<file path="config.mk">
export PLATFORM = sky130hd
export DESIGN_NAME = eeprom_slave_engine
export DESIGN_NICKNAME = d
export VERILOG_FILES = /design/src/rtl/eeslv_pkg.sv /design/src/rtl/eeslv_rx_shift.sv /design/src/rtl/eeslv_addr_ptr.sv /design/src/rtl/eeprom_slave_engine.sv
export SDC_FILE = /design/constraint.sdc
export NUM_CORES = 1
export LEC_CHECK = 0
export BUFFER_PORTS_ARGS = -buffer_cell sky130_fd_sc_hd__buf_2
export CAP_MARGIN = 10
export CELL_PAD_IN_SITES_DETAIL_PLACEMENT = 1
export CELL_PAD_IN_SITES_GLOBAL_PLACEMENT = 2
export CORE_ASPECT_RATIO = 0.7
export CORE_UTILIZATION = 34
export CTS_CLUSTER_SIZE = 24
export DETAILED_ROUTE_END_ITERATION = 8
export PLACE_DENSITY_LB_ADDON = 0.05
export REMOVE_ABC_BUFFERS = 1
export SLEW_MARGIN = 5
export SYNTH_ARGS = -nofsm -noshare
export SYNTH_HDL_FRONTEND = slang
export SYNTH_SLANG_ARGS = --single-unit
</file>
<file path="constraint.sdc">
create_clock -name clk -period 2.4 [get_ports clk]
set_input_delay 0 -clock clk [delete_from_list [all_inputs] [get_ports clk]]
set_output_delay 0 -clock clk [all_outputs]
set_load 0.03 [all_outputs]
</file>
<file path="src/rtl/eeslv_pkg.sv">
// Package: shared types and constants of the serial EEPROM slave engine.
// Assumes a byte-wide serial protocol with a 4-bit device code.
package eeslv_pkg;
    localparam int BYTE_W = 8;
    localparam logic [3:0] DEV_CODE = 4'b1010;

    typedef enum logic [2:0] {
        ST_IDLE,
        ST_CTRL,
        ST_WADDR,
        ST_WDATA,
        ST_READ,
        ST_SKIP
    } eeslv_state_t;
endpackage

</file>
<file path="src/rtl/eeslv_rx_shift.sv">
// Bit counter and receive shifter. It counts clock rises in a 9-bit frame:
// 8 data bits, then 1 acknowledge bit. It samples the master acknowledge
// on the ninth rise.
// Assumes the front end gives mutually exclusive one-cycle strobes.
module eeslv_rx_shift #(
    parameter int BITS = 8,
    localparam int CNT_W = $clog2(BITS + 2)
) (
    input  logic             clk,
    input  logic             rst_n,
    input  logic             clr,
    input  logic             scl_rise,
    input  logic             scl_fall,
    input  logic             sda_in,
    output logic [CNT_W-1:0] bit_cnt,
    output logic [BITS-1:0]  rx_byte,
    output logic             mack,
    output logic             byte_done,
    output logic             ack_done
);
    localparam logic [CNT_W-1:0] CNT_DATA = CNT_W'(BITS);
    localparam logic [CNT_W-1:0] CNT_ACK  = CNT_W'(BITS + 1);

    // Count bits, shift data bits in, capture the master acknowledge level.
    always_ff @(posedge clk) begin
        if (!rst_n || clr) begin
            bit_cnt <= '0;
            mack    <= 1'b0;
        end else if (scl_rise && bit_cnt < CNT_DATA) begin
            rx_byte <= {rx_byte[BITS-2:0], sda_in};
            bit_cnt <= bit_cnt + 1'b1;
        end else if (scl_rise && bit_cnt == CNT_DATA) begin
            mack    <= ~sda_in;
            bit_cnt <= CNT_ACK;
        end else if (scl_fall && bit_cnt == CNT_ACK) begin
            bit_cnt <= '0;
        end
    end

    assign byte_done = scl_fall && (bit_cnt == CNT_DATA);
    assign ack_done  = scl_fall && (bit_cnt == CNT_ACK);

    AST_CNT_IN_FRAME: assert property (@(posedge clk) disable iff (!rst_n)
        bit_cnt <= CNT_ACK);
endmodule

</file>
<file path="src/rtl/eeslv_addr_ptr.sv">
// Shared address pointer. A word address loads it. Write data advances it
// inside the page; reads advance it linearly with wrap at the top.
// Assumes that load, page step and linear step never coincide.
module eeslv_addr_ptr #(
    parameter int ADDR_W = 8,
    parameter int PAGE_W = 3
) (
    input  logic              clk,
    input  logic              rst_n,
    input  logic              load,
    input  logic [ADDR_W-1:0] load_val,
    input  logic              inc_page,
    input  logic              inc_lin,
    output logic [ADDR_W-1:0] ptr
);
    // Update the pointer: load, page-local step, or full-range step.
    always_ff @(posedge clk) begin
        if (!rst_n) begin
            ptr <= '0;
        end else if (load) begin
            ptr <= load_val;
        end else if (inc_page) begin
            ptr <= {ptr[ADDR_W-1:PAGE_W], ptr[PAGE_W-1:0] + PAGE_W'(1)};
        end else if (inc_lin) begin
            ptr <= ptr + 1'b1;
        end
    end

    AST_PAGE_HOLD: assert property (@(posedge clk) disable iff (!rst_n)
        inc_page && !load |=> ptr[ADDR_W-1:PAGE_W] == $past(ptr[ADDR_W-1:PAGE_W]));
    AST_TOP_WRAP: assert property (@(posedge clk) disable iff (!rst_n)
        inc_lin && !load && !inc_page && (&ptr) |=> ptr == '0);
endmodule

</file>
<file path="src/rtl/eeprom_slave_engine.sv">
// Protocol engine of a two-wire serial EEPROM slave with 2**ADDR_W bytes.
// It decodes the control byte and drives acknowledge and read data. Write
// data goes to a page buffer port; a STOP requests the write cycle.
// Assumes: front-end strobes are one cycle wide and exclusive, and the
// memory read port is combinational (rd_data follows rd_addr in the same cycle).
module eeprom_slave_engine
    import eeslv_pkg::*;
#(
    parameter int ADDR_W = 8,
    parameter int PAGE_W = 3
) (
    input  logic              clk,
    input  logic              rst_n,
    input  logic              scl_rise,
    input  logic              scl_fall,
    input  logic              start_det,
    input  logic              stop_det,
    input  logic              sda_in,
    output logic              sda_drive_low,
    output logic [ADDR_W-1:0] rd_addr,
    input  logic [BYTE_W-1:0] rd_data,
    output logic              buf_we,
    output logic [ADDR_W-1:0] buf_addr,
    output logic [BYTE_W-1:0] buf_data,
    output logic              wc_start,
    input  logic              wc_busy
);
    localparam int CNT_W = $clog2(BYTE_W + 2);

    eeslv_state_t      state;
    logic [CNT_W-1:0]  bit_cnt;
    logic [BYTE_W-1:0] rx_byte;
    logic [BYTE_W-1:0] tx_q;
    logic              mack, byte_done, ack_done;
    logic              rw_q, got_data, drv_q;
    logic [ADDR_W-1:0] ptr;
    logic              ptr_load, ptr_inc_page, ptr_inc_lin;

    eeslv_rx_shift #(.BITS(BYTE_W)) u_rx (
        .clk      (clk),
        .rst_n    (rst_n),
        .clr      (start_det | stop_det),
        .scl_rise (scl_rise),
        .scl_fall (scl_fall),
        .sda_in   (sda_in),
        .bit_cnt  (bit_cnt),
        .rx_byte  (rx_byte),
        .mack     (mack),
        .byte_done(byte_done),
        .ack_done (ack_done)
    );

    // Pointer control strobes, decoded from the state and frame events.
    always_comb begin
        ptr_load     = (state == ST_WADDR) && byte_done && !wc_busy && !start_det && !stop_det;
        ptr_inc_page = (state == ST_WDATA) && byte_done && !wc_busy && !start_det && !stop_det;
        ptr_inc_lin  = !start_det && !stop_det && ack_done &&
                       (((state == ST_CTRL) && rw_q) || ((state == ST_READ) && mack));
    end

    eeslv_addr_ptr #(.ADDR_W(ADDR_W), .PAGE_W(PAGE_W)) u_ptr (
        .clk     (clk),
        .rst_n   (rst_n),
        .load    (ptr_load),
        .load_val(rx_byte[ADDR_W-1:0]),
        .inc_page(ptr_inc_page),
        .inc_lin (ptr_inc_lin),
        .ptr     (ptr)
    );

    assign rd_addr       = ptr;
    assign sda_drive_low = drv_q;

    // Transaction state machine and data-line pull-down control.
    always_ff @(posedge clk) begin
        if (!rst_n) begin
            state    <= ST_IDLE;
            drv_q    <= 1'b0;
            rw_q     <= 1'b0;
            got_data <= 1'b0;
            tx_q     <= '0;
        end else if (start_det) begin
            state    <= ST_CTRL;
            drv_q    <= 1'b0;
            got_data <= 1'b0;
        end else if (stop_det) begin
            state    <= ST_IDLE;
            drv_q    <= 1'b0;
            got_data <= 1'b0;
        end else begin
            case (state)
                ST_CTRL: begin
                    if (byte_done) begin
                        if (rx_byte[BYTE_W-1:BYTE_W-4] == DEV_CODE && !wc_busy) begin
                            drv_q <= 1'b1;
                            rw_q  <= rx_byte[0];
                        end else begin
                            state <= ST_SKIP;
                        end
                    end else if (ack_done) begin
                        if (rw_q) begin
                            state <= ST_READ;
                            tx_q  <= rd_data;
                            drv_q <= ~rd_data[BYTE_W-1];
                        end else begin
                            state <= ST_WADDR;
                            drv_q <= 1'b0;
                        end
                    end
                end
                ST_WADDR, ST_WDATA: begin
                    if (byte_done) begin
                        if (!wc_busy) begin
                            drv_q <= 1'b1;
                            if (state == ST_WDATA) got_data <= 1'b1;
                        end else begin
                            state <= ST_SKIP;
                        end
                    end else if (ack_done) begin
                        drv_q <= 1'b0;
                        state <= ST_WDATA;
                    end
                end
                ST_READ: begin
                    if (byte_done) begin
                        drv_q <= 1'b0;
                    end else if (ack_done) begin
                        if (mack) begin
                            tx_q  <= rd_data;
                            drv_q <= ~rd_data[BYTE_W-1];
                        end else begin
                            state <= ST_SKIP;
                            drv_q <= 1'b0;
                        end
                    end else if (scl_fall && bit_cnt != '0) begin
                        tx_q  <= {tx_q[BYTE_W-2:0], 1'b0};
                        drv_q <= ~tx_q[BYTE_W-2];
                    end
                end
                default: drv_q <= 1'b0;
            endcase
        end
    end

    // Page buffer port and write-cycle request, registered.
    always_ff @(posedge clk) begin
        if (!rst_n) begin
            buf_we   <= 1'b0;
            buf_addr <= '0;
            buf_data <= '0;
            wc_start <= 1'b0;
        end else begin
            buf_we   <= ptr_inc_page;
            wc_start <= stop_det && got_data;
            if (ptr_inc_page) begin
                buf_addr <= ptr;
                buf_data <= rx_byte;
            end
        end
    end

    AST_NO_ACK_BUSY: assert property (@(posedge clk) disable iff (!rst_n)
        byte_done && wc_busy && state != ST_READ |=> !sda_drive_low);
    AST_START_TO_CTRL: assert property (@(posedge clk) disable iff (!rst_n)
        start_det |=> state == ST_CTRL && !sda_drive_low);
    AST_STOP_TO_IDLE: assert property (@(posedge clk) disable iff (!rst_n)
        stop_det |=> state == ST_IDLE && !sda_drive_low);
    AST_WC_AFTER_STOP: assert property (@(posedge clk) disable iff (!rst_n)
        wc_start |-> $past(stop_det));
    AST_SKIP_SILENT: assert property (@(posedge clk) disable iff (!rst_n)
        state == ST_SKIP |-> !sda_drive_low);
    AST_BUF_ONE_SHOT: assert property (@(posedge clk) disable iff (!rst_n)
        buf_we |=> !buf_we);
endmodule

</file>
---- After elaboration in Yosys (flattened, before gate mapping) ----
Cells that the tools add are included.
word-level totals
  register bits after elaboration ......... 52
  output and inout bits ................... 27
  word-level logic and storage cells ...... 142
operators by class
  add/sub/neg operators ................... 3
  order comparisons ....................... 1
  equality and inequality tests ........... 30
  multiplexer cells ....................... 39
  bitwise logic cells ..................... 10
  reductions and logical operators ........ 44
operators by type and width
  operator               count
  $mux W7                7
  $mux W3                10
  $mux W8                3
  $logic_and A1 B1 Y1    20
  $ne A5 B5 Y1 const B   4
  $reduce_and A8 Y1      2
  $ne A3 B3 Y1 const B   5
  $ne A2 B2 Y1 const B   7
  $pmux W7 S2            1
  $mux W1                13
  $eq A4 B4 Y1 const B   3
  $mux W4                3
  $ne A4 B4 Y1 const B   3
  $reduce_and A5 Y1      2
  $ne A3 B2 Y1 const B   3
  $not A1 Y1             9
  $pmux W3 S3            1
  $reduce_and A9 Y1      1
  $reduce_bool A3 Y1     3
  $add A8 B1 Y8 const B  1
  $eq A3 B2 Y1 const B   2
  $reduce_and A2 Y1      3
  $reduce_bool A5 Y1     1
  $add A4 B1 Y4 const B  1
  other kinds (14)       19

---- Depth between registers and ports, before layout ----
Gate-level depths: netlist (run 1).
  word-level depth ........................ 8
  gate-level depth with buffers ........... 9
  mapped depth without buffers ............ 7

---- Hierarchy ----
From an unflattened synthesis (run 1), not the netlist that was laid out.
unflattened totals
  cells, all modules ...................... 262
  area total of the unflattened synthesis .. 2596.2 µm²
by module, submodules not included
  module               instances  cells each  area an instance (µm²)
  eeprom_slave_engine  1          164         1611.5
  eeslv_rx_shift       1          43          541.8
  eeslv_addr_ptr       1          55          442.9

---- Worst setup path after synthesis (run 1) ----
No wires, ideal clock.
  path type ............................... reg-to-reg
  start ................................... register u_rx.bit_cnt[0]
  end ..................................... register tx_q[1]
  library setup time ...................... 0.088 ns
  arrival time ............................ 1.753 ns
  data required time ...................... 2.312 ns
  setup slack ............................. 0.559 ns
  cell stages (with the launch flop) ...... 9
  buffers on the path ..................... 1
  cells stage by stage .................... dfxtp_1 > inv_1 > ha_1 > nand4b_1 > nand2_1 > a211oi_4 > buf_6 > nor2_2 > a311oi_2
on the way
  word-level cells in the longest chain between the ends .. 5
  elaborated cells on any way between the ends .. 15
ends and longest elaborated chain
  what                    line                        source
  start, declared         eeslv_rx_shift.sv:15        output logic [CNT_W-1:0] bit_cnt,
  start signal, assigned  eeslv_rx_shift.sv:31        bit_cnt <= bit_cnt + 1'b1;
  $eq A4 B4 Y1            eeslv_rx_shift.sv:41        assign ack_done = scl_fall && (bit_cnt == CNT_ACK);
  $logic_and A1 B1 Y1     eeslv_rx_shift.sv:41
  $mux W7                 eeprom_slave_engine.sv:127  end else if (ack_done) begin
  $mux W7                 eeprom_slave_engine.sv:125  if (byte_done) begin
  $pmux W7 S2             eeprom_slave_engine.sv:91   case (state)
  end signal, assigned    eeprom_slave_engine.sv:103  tx_q <= rd_data;
  end signal, assigned    eeprom_slave_engine.sv:129  tx_q <= rd_data;
  end signal, assigned    eeprom_slave_engine.sv:136  tx_q <= {tx_q[BYTE_W-2:0], 1'b0};
  end, declared           eeprom_slave_engine.sv:33   logic [BYTE_W-1:0] tx_q;
Several ways; a longest one is shown, not always the timed one. The select of a mux whose other input is x is not followed.
A chain may end at the register's enable or synchronous reset.

---- Worst setup path in the final report (run 1) ----
  start ................................... register u_rx.bit_cnt[0]
  end ..................................... register tx_q[5]
The elaborated chain is that of the path after synthesis.

==> results of run 1 <==
==> worst paths after layout <==
check | from | end | slack [ps] | cells after the start
max | u_rx.bit_cnt[0] | tx_q[5] | 240 | 8
min | rd_data[5] | tx_q[5] | 10 | 3
max reg2reg | u_rx.bit_cnt[0] | tx_q[5] | 240 | 8
min reg2reg | got_data | got_data | 460 | 2
==> flip-flops by register name, indices dropped and copies added, names as in the netlist, 3 cells and up <==
register and cells:
buf_addr 8, buf_data 8, state 3, tx_q 7, u_ptr.ptr 8, u_rx.bit_cnt 4
u_rx.rx_byte 8
==> synth_stat cells (3+ instances only) <==
cell | instances | area share
a21oi_1 | 25 | 0.048
a311oi_2 | 6 | 0.035
a31oi_1 | 5 | 0.012
and3_1 | 3 | 0.0072
buf_2 | 5 | 0.0096
buf_4 | 3 | 0.0087
clkbuf_1 | 9 | 0.013
dfxtp_1 | 44 | 0.34
edfxtp_1 | 8 | 0.092
ha_1 | 4 | 0.019
inv_1 | 6 | 0.0087
mux2i_1 | 3 | 0.012
nand2_1 | 44 | 0.064
nand3_1 | 25 | 0.048
nand3b_1 | 4 | 0.012
nand4_1 | 3 | 0.0072
nand4b_1 | 4 | 0.013
nor2_1 | 22 | 0.032
nor2_2 | 3 | 0.0072
nor3_1 | 6 | 0.012
nor4_1 | 3 | 0.0072
o211ai_1 | 3 | 0.0087
o21ai_0 | 5 | 0.0096
xor2_1 | 3 | 0.010
==> layout make-up <==
cell class / count / area [um^2]
clock buffer: 5 / 68.8
clock inverter: 3 / 17.5
fill: 914 / 4260
inverter: 6 / 22.5
multi-input combinational: 215 / 1360
sequential: 52 / 1120
tap: 98 / 123
timing repair buffer: 62 / 380
==> cell families (layout without fill, tap and decap cells) <==
| logic type | Yosys count | after routing | share of synthesized area |
|---|---|---|---|
| AND/OR/NAND/NOR | 136 | 136 | 0.284 |
| AO/OA/AOI/OAI | 67 | 67 | 0.192 |
| flip-flops | 52 | 52 | 0.431 |
| buffers and inverters | 24 | 76 | 0.0443 |
| adder cells (fa/ha/maj) | 4 | 4 | 0.0193 |
| XOR/XNOR | 4 | 4 | 0.0135 |
| multiplexers | 4 | 4 | 0.0159 |
==> through the flow <==
stage	util	total power [W]	std cells	hold slack (ps)
6_report	0.421	0.00151	441	14.4
4_1_cts	0.421	0.00152	441	7.93
2_1_floorplan	-	0.000950	273	98.9
3_3_place_gp	0.399	0.000994	425	221
3_5_place_dp	0.399	0.000996	425	224
5_1_grt	0.421	0.00156	441	18.8
==> power by group <==
| group | internal [W] | switching (W) | total, W |
|---|---|---|---|
| Combinational | 0.0000353 | 0.0000571 | 0.0000925 |
| Clock | 0.000205 | 0.000315 | 0.000521 |
| Sequential | 0.000886 | 0.00000597 | 0.000892 |
==> metal layers <==
metal  global-route usage  up-vias  part of all wire
li1                     -     1161                 -
met1                0.290     1130              0.54
met4               0.0411        0            0.0066
met3               0.0338        7             0.049
met5                    0        -                 0
met2                0.286       57              0.40
==> repair_timing <==
action,4_1_cts,5_1_grt
resized for setup,0,0
endpoints found under the setup margin,0,0
setup buffers,0,0
hold buffers,8,0
hold endpoints to repair,8,0
==> worst max-delay path: cells and delay by family, from the launching register on <==
| kind | cells | cell delay, ps |
|---|---|---|
| and+or+nand+nor | 3 | 540 |
| AOI/OAI and AO/OA | 2 | 480 |
| DFF | 1 | 440 |
| buffers and inverters | 2 | 320 |
| adders and majority gates | 1 | 280 |
==> results.txt, run 1 <==
Mean post-synth cell area: 8.93 um^2
Worst hold path class: in2reg
Die width: 107 um
First-pass GRT wire length: 11,800 um
Seq/Total Area, Yosys: 0.431
Row count: 26
DR vias/cell: 5.34
Crit Path Category: reg2reg
Worst Skew: 11.4 ps
Die footprint: 8010 um^2
Finished Cell Area: 3100 um^2
Final setup viols: 0
CP Data Arrival Time: 2370 ps
Initial DRC count: 101
Worst endpoint required time: 2610 ps
Outcome: completed
Vias in the first global route: 2,238
Pre-CTS WS: 273 ps
Clk sinks: 52
Ports: 43
WL final: 7320 um
Core Box Area: 7350 um^2
VDD IR max: 0.327 mV
Layout cells sized above 1: 0.242
Fmax: 0.462 GHz
Pre-antenna DRT Iters: 4
Die H: 75.2 um
Syn Inst Count: 291
Initial antenna violation count: 0
Diodes inserted: 0
Endpoint class of the critical path: register
RePlAce Congestion: 0.818
DR WL/cell: 16.6 um
Crit-path max FO: 14
DR vias: 2,355
Grt ovf: 0
Post-Syn Area: 2600 um^2
Period utilization: 0.902
Total GRT Usage: 0.192
YS warnings: 0
Library cells used by synthesis: 61
Number of CTS-inserted buffers: 5
Reg clk slew, reported paths: 100 ps
Area Growth Syn to Fin: 19.1%
Number of port buffers: 42
PD cells: 486 nW/um^2
Setup_tns: 0 ps
Leakage dissipation: 1.15 nW
Minimum clock period after layout: 2160 ps
Antenna-violating nets left: 0
Most frequent cells in the layout: nand2_1, dfxtp_1, buf_2, nand3_1, a21oi_1
H-tree depth: 2
Bufs on Longest Clock Path: 2
Post-route DRC violation count: 0
Clk_lat worst skew: 310 ps
Total of max-cap violations: 0
Rel. slew slack: 0.468
Crit path cell chain: inv_1, ha_1, nand4b_1, nand2_1, a211oi_4, buf_4, nor2_1, a311oi_2
CTS tree: done
Initial Utilization: 0.354
Ys async rst share: 0
Final WS setup: 235 ps
Final nets: 362
Post-synth top flop: dfxtp_1
Startpoint Class: register
RSZ-0062 raised after global routing: false
EDFF count, synth: 8
Final hold viol count: 0
Critical Path Max Stage Delay: 440 ps
Placed cell area: 2930 um^2
Worst slew pin tran: 798 ps
Max-slew violation count: 0
Detailed placement HPWL: 5370 um
CTS Root Cell: clkbuf_8
Register bit total from synthesis: 52
Largest net degree at the start of global routing: 22
Slowest library cell on the worst path: dfxtp_1
Power figures use the tool's default switching activity.
==> run 2, diff against run 1 <==
--- a/config.mk
+++ b/config.mk
@@ -10,7 +10,7 @@
 export CELL_PAD_IN_SITES_DETAIL_PLACEMENT = 1
 export CELL_PAD_IN_SITES_GLOBAL_PLACEMENT = 2
 export CORE_ASPECT_RATIO = 0.7
-export CORE_UTILIZATION = 34
+export CORE_UTILIZATION = 35
 export CTS_CLUSTER_SIZE = 24
 export DETAILED_ROUTE_END_ITERATION = 8
 export PLACE_DENSITY_LB_ADDON = 0.05
@@ -18,4 +18,5 @@
 export SLEW_MARGIN = 5
 export SYNTH_ARGS = -nofsm -noshare
 export SYNTH_HDL_FRONTEND = slang
+export SYNTH_HIERARCHICAL = 1
 export SYNTH_SLANG_ARGS = --single-unit
==> run 2 against run 1 <==
Hold slack lost 7.3 ps. Critical path depth rose by 1. First-iteration DRC count is 34% lower. Die area is 2.9% lower. Core utilization up 2.3 points. Critical endpoint is now u_ptr/ptr[6].
==> results.txt, run 2 <==
PD cells: 482 nW/um^2
Combinational fraction of design power: 0.055
Post-Syn Area: 2600 um^2
P_int: 0.00113 W
Number of CTS-inserted buffers: 5
Yosys top cell by area: dfxtp_1
Outcome: completed
Worst hold path class: in2reg
Post-CTS Setup Repair Bufs: 0
Final setup viols: 0
H-tree depth: 2
Initial Utilization: 0.374
DR WL/cell: 15.5 um
Net Sw Frac: 0.242
RSZ-0062 raised after global routing: false
EDFF count, synth: 8
RePlAce Congestion: 0.834
Period utilization: 0.927
R2r startpoint: u_rx/bit_cnt[0]
Post-route DRC violation count: 0
Top cell type's share of synthesized area: 0.339
Library cells used by synthesis: 60
Total of max-cap violations: 0
Psw: 0.000360 W
Row count: 25
Setup_tns: 0 ps
Ys async rst share: 0
Minimum clock period after layout: 2220 ps
Die footprint: 7770 um^2
Post-Layout Cell Count: 412
CTS tree: done
Max-slew violation count: 0
DR WL met3: 246 um
Worst Skew: 6.52 ps
Ports: 43
Register bit total from synthesis: 52
Antenna-violating nets left: 0
Clk sinks: 52
Crit Path Category: reg2reg
Fmax: 0.450 GHz
Commonest non-fill, non-tap cell in the layout: dfxtp_1
Clock share of power: 0.345
Layout cells sized above 1: 0.299
Pre-CTS WS: 159 ps
First-pass GRT wire length: 10,700 um
Finished Cell Area: 3090 um^2
Most frequent cells in the layout: dfxtp_1, buf_2, nor2b_1, nand2_1, mux2i_1
Die H: 74.1 um
Vias in the first global route: 1,994
Worst endpoint required time: 2640 ps
Syn Inst Count: 262
Length of routed met2 wiring: 2500 um
Pre-antenna DRT Iters: 4
Final hold viol count: 0
Synth top area cells: dfxtp_1, edfxtp_1, mux2i_1
WL final: 6370 um
Top-count cell post-synth: dfxtp_1
Largest net degree at the start of global routing: 37
Die width: 105 um
Initial antenna violation count: 0
Detailed placement HPWL: 4640 um
Inst Count DP: 401
Startpoint Class: register
Seq/Total Area, Yosys: 0.432
Flop pwr share: 0.600
Total GRT Usage: 0.175
Post-synth top flop: dfxtp_1
Worst slew pin tran: 425 ps
DR vias: 2,111
Top cells by count, synth: dfxtp_1, nor2b_1, nand2_1
Rel. slew slack: 0.713
Core Box Area: 6940 um^2
Crit-path max FO: 10
Area Growth Syn to Fin: 18.9%
VDD IR max: 0.231 mV
Bufs on Longest Clock Path: 2
Grt ovf: 0
DR vias/cell: 5.12
Final nets: 337
Reg clk slew, reported paths: 100 ps
Final WS setup: 176 ps
Number of port buffers: 42
Clk_lat worst skew: 310 ps
Diodes inserted: 0
HP Start: start_det
Initial DRC count: 67
Top sig layer: met4
Mean post-synth cell area: 9.91 um^2
YS warnings: 6
Met1 wire length: 3590 um
Endpoint class of the critical path: register
Leakage dissipation: 1.22 nW
Critical path origin: u_rx/bit_cnt[0]
Placed cell area: 2970 um^2
CTS Root Cell: clkbuf_8
CP Data Arrival Time: 2460 ps
-- run 2: changes by cell type after synthesis, sizes merged, moves of 5 or more --
cell / change
nand2: -24
nor2b: +19
a21oi: -16
mux2i: +15
o21ai: +13
nand3: -11
nor2: -10
nor3: -6
a311oi: -5
clkbuf: -5
mux2: +5
-- run 2: critical path: stages (launching register included) --
cell,delay (ps)
dfxtp_1,440
inv_2,70
ha_1,230
and3_2,280
nand2_1,150
nor4_4,60
buf_4,170
nand4b_4,220
or3_1,380
a31oi_1,170
-- run 2: area by class of cell --
type,instances,area [um^2]
Multi-Input combinational cell,187,1350
Clock inverter,3,17.5
Fill cell,823,3860
Tap cell,94,118
Sequential cell,52,1120
Timing Repair Buffer,61,373
Clock buffer,5,68.8
Inverter,10,37.5
-- run 2: metal layers --
metal / track usage / vias up
li1: - / 1059
met1: 0.280 / 1016
met2: 0.240 / 32
met3: 0.0333 / 4
met4: 0.0329 / 0
met5: 0 / -
-- run 2: path summary, 6_finish.rpt --
check / end / cells past startpoint / slack, ps
max: u_ptr/ptr[6] / 9 / 180
min: state[0] / 3 / 7
max reg2reg: u_ptr/ptr[6] / 9 / 180
min reg2reg: tx_q[1] / 2 / 460
-- run 2: timing repair --
item | in CTS | in global routing
endpoints found under the hold margin | 4 | 0
endpoints found under the setup margin | 0 | 3
gates resized for setup | 0 | 1
hold buffers | 3 | 0
-- run 2: power groups by stage --
| stage | clock (W) | sequential, W | combinational [W] |
|---|---|---|---|
| 6_report | 0.000513 | 0.000892 | 0.0000823 |
| 5_1_grt | 0.000572 | 0.000893 | 0.0000912 |
| 4_1_cts | 0.000534 | 0.000892 | 0.0000827 |
| 3_5_place_dp | 0 | 0.000912 | 0.0000784 |
| 3_3_place_gp | 0 | 0.000912 | 0.0000790 |
| 2_1_floorplan | 0 | 0.000910 | 0.0000356 |
-- run 2: per-stage QoR --
stage	util	total power, W	hold slack, ps
after global routing	0.445	0.00156	6.67
final	0.445	0.00149	7.04
after CTS	0.445	0.00151	2.84
after floorplan	-	0.000946	98.9
after detailed placement	0.428	0.000990	210
after global placement	0.428	0.000991	211
-- run 2: cell families (layout without fill, tap and decap cells) --
family | count (synthesis) | after routing | share of synthesized area
AO/OA/AOI/OAI | 55 | 55 | 0.144
XOR/XNOR | 2 | 2 | 0.00675
adder cells (fa/ha/maj) | 4 | 4 | 0.0193
buffers and inverters | 23 | 79 | 0.0511
flip-flops | 52 | 52 | 0.432
multiplexers | 24 | 24 | 0.0954
AND/OR/NAND/NOR | 102 | 102 | 0.252
==> run 3, diff against run 2 <==
--- a/config.mk
+++ b/config.mk
@@ -9,7 +9,7 @@
 export CAP_MARGIN = 10
 export CELL_PAD_IN_SITES_DETAIL_PLACEMENT = 1
 export CELL_PAD_IN_SITES_GLOBAL_PLACEMENT = 2
-export CORE_ASPECT_RATIO = 0.7
+export CORE_ASPECT_RATIO = 0.75
 export CORE_UTILIZATION = 35
 export CTS_CLUSTER_SIZE = 24
 export DETAILED_ROUTE_END_ITERATION = 8
==> run 3 against run 2 <==
Flip-flop and latch count unchanged. Total power is 1.4% higher. Final cell count rose by 0.49%. Maximum frequency is 1.9% higher. Die area is essentially flat. Clock skew grew 3.9 ps. Register-to-register slack improved by 40 ps. Non-clock buffer count down 2. Critical path type unchanged. Via count decreased by 0.95%. Clock power up 4.1%. Highest routed layer unchanged. Global-route usage fell by 0.15 points.
==> results.txt, run 3 (synthesized netlist as in run 2, its figures left out) <==
Number of cells on the worst hold path: 4
Reg clk slew, reported paths: 100 ps
Clk sinks: 52
Flop pwr share: 0.591
Layout cells sized above 1: 0.294
Rel. slew slack: 0.684
DR vias: 2,091
Pre-CTS WS: 233 ps
WL final: 6170 um
First-pass GRT wire length: 10,600 um
Diodes inserted: 0
Crit-path max FO: 14
RSZ-0062 raised after global routing: false
Fin Hold WS: 74.3 ps
Final hold viol count: 0
H-tree depth: 2
Combinational fraction of design power: 0.054
RePlAce Congestion: 0.822
RR Endpoint: u_ptr/ptr[7]
Number of port buffers: 42
Final WS setup: 216 ps
Vias in the first global route: 1,987
R2r startpoint: u_rx/bit_cnt[3]
Core Box Area: 6990 um^2
Worst endpoint required time: 2610 ps
Post-Layout Cell Count: 414
Number of CTS-inserted buffers: 5
HP Start: rd_data[4]
Clk_lat worst skew: 310 ps
Final core utilization: 0.442
Antenna-violating nets left: 0
Initial antenna violation count: 0
Initial DRC count: 82
Psw: 0.000372 W
CTS Root Cell: clkbuf_8
Worst Skew: 10.4 ps
WHS Endpoint: tx_q[4]
Total GRT Usage: 0.174
Startpoint Class: register
Post-CTS Setup Repair Bufs: 0
Pre-antenna DRT Iters: 4
Largest net degree at the start of global routing: 47
DR vias/cell: 5.05
Post-route DRC violation count: 0
Net Sw Frac: 0.246
VDD IR max: 0.269 mV
Total of max-cap violations: 0
Inst Count DP: 402
Worst slew pin tran: 472 ps
Final setup viols: 0
Leakage dissipation: 1.20 nW
DR WL/cell: 14.9 um
P_int: 0.00114 W
Crit Path Category: reg2reg
Max-slew violation count: 0
Minimum clock period after layout: 2180 ps
Row count: 26
Die width: 101 um
Die footprint: 7770 um^2
Commonest non-fill, non-tap cell in the layout: dfxtp_1
Ports: 43
Worst reg-to-reg setup slack: 220 ps
Clock share of power: 0.354
Area Growth Syn to Fin: 18.9%
PD cells: 488 nW/um^2
CP Data Arrival Time: 2390 ps
Detailed placement HPWL: 4510 um
CTS tree: done
Grt ovf: 0
Endpoint class of the critical path: register
Outcome: completed
Initial Utilization: 0.371
Period utilization: 0.910
Most frequent cells in the layout: dfxtp_1, buf_2, nor2b_1, nand2_1, mux2i_1
Fmax: 0.458 GHz
Die H: 76.6 um
Final nets: 335
Fillers: 824
R2R depth: 7
Bufs on Longest Clock Path: 2
Worst hold path class: in2reg
-- run 3: per-layer routing --
layer / up-vias / global-route usage / share of wire
li1: 1054 / - / -
met1: 999 / 0.292 / 0.57
met2: 33 / 0.218 / 0.39
met3: 5 / 0.0321 / 0.034
met4: 0 / 0.0391 / 0.0075
met5: - / 0 / 0
-- run 3: stage by stage --
stage                     power [W]  setup TNS [ps]  instance area [um^2]
after floorplan            0.000946          -22260                  2500
after global placement     0.000991               0                  2950
after detailed placement   0.000989               0                  2950
after CTS                   0.00153               0                  3090
after global routing        0.00158               0                  3090
final                       0.00151               0                  3090
-- run 3: critical path, stage by stage, from the launching register on --
cell and delay [ps]:
dfxtp_1 460, and2b_1 230, and3_1 290, nand3_1 100
nor4_1 310, inv_1 300, a2bb2oi_1 210, and4b_1 180
-- run 3: cell type report --
cell class	count	area [um^2]	area share
clock inverter	3	26.3	0.00851
clock buffer	5	68.8	0.0223
inverter	10	37.5	0.0122
multi-input combinational	187	1350	0.438
tap	98	123	0.0397
timing repair buffer	59	360	0.117
sequential	52	1120	0.363
-- run 3: worst max-delay path by stage --
stage | startpoint | to | cells past startpoint
5_1_grt | u_rx/bit_cnt[3] | u_ptr/ptr[2] | 8
6_report | u_rx/bit_cnt[3] | u_ptr/ptr[7] | 7
3_5_place_dp | u_rx/bit_cnt[3] | u_ptr/ptr[2] | 8
3_3_place_gp | u_rx/bit_cnt[3] | u_ptr/ptr[2] | 8
2_1_floorplan | u_rx/bit_cnt[2] | u_ptr/ptr[7] | 7
4_1_cts | u_rx/bit_cnt[0] | u_ptr/ptr[5] | 9
-- run 3: power groups by stage --
stage / sequential [W] / clock [W] / combinational, W
6_report: 0.000891 / 0.000534 / 0.0000821
5_1_grt: 0.000893 / 0.000596 / 0.0000915
4_1_cts: 0.000891 / 0.000556 / 0.0000833
3_5_place_dp: 0.000911 / 0 / 0.0000777
3_3_place_gp: 0.000911 / 0 / 0.0000799
2_1_floorplan: 0.000910 / 0 / 0.0000356
-- run 3: what timing repair did --
action / in CTS / in global routing
endpoints found under the hold margin: 5 / 0
hold buffers: 4 / 0
endpoints found under the setup margin: 0 / 1
gates resized for setup: 0 / 1
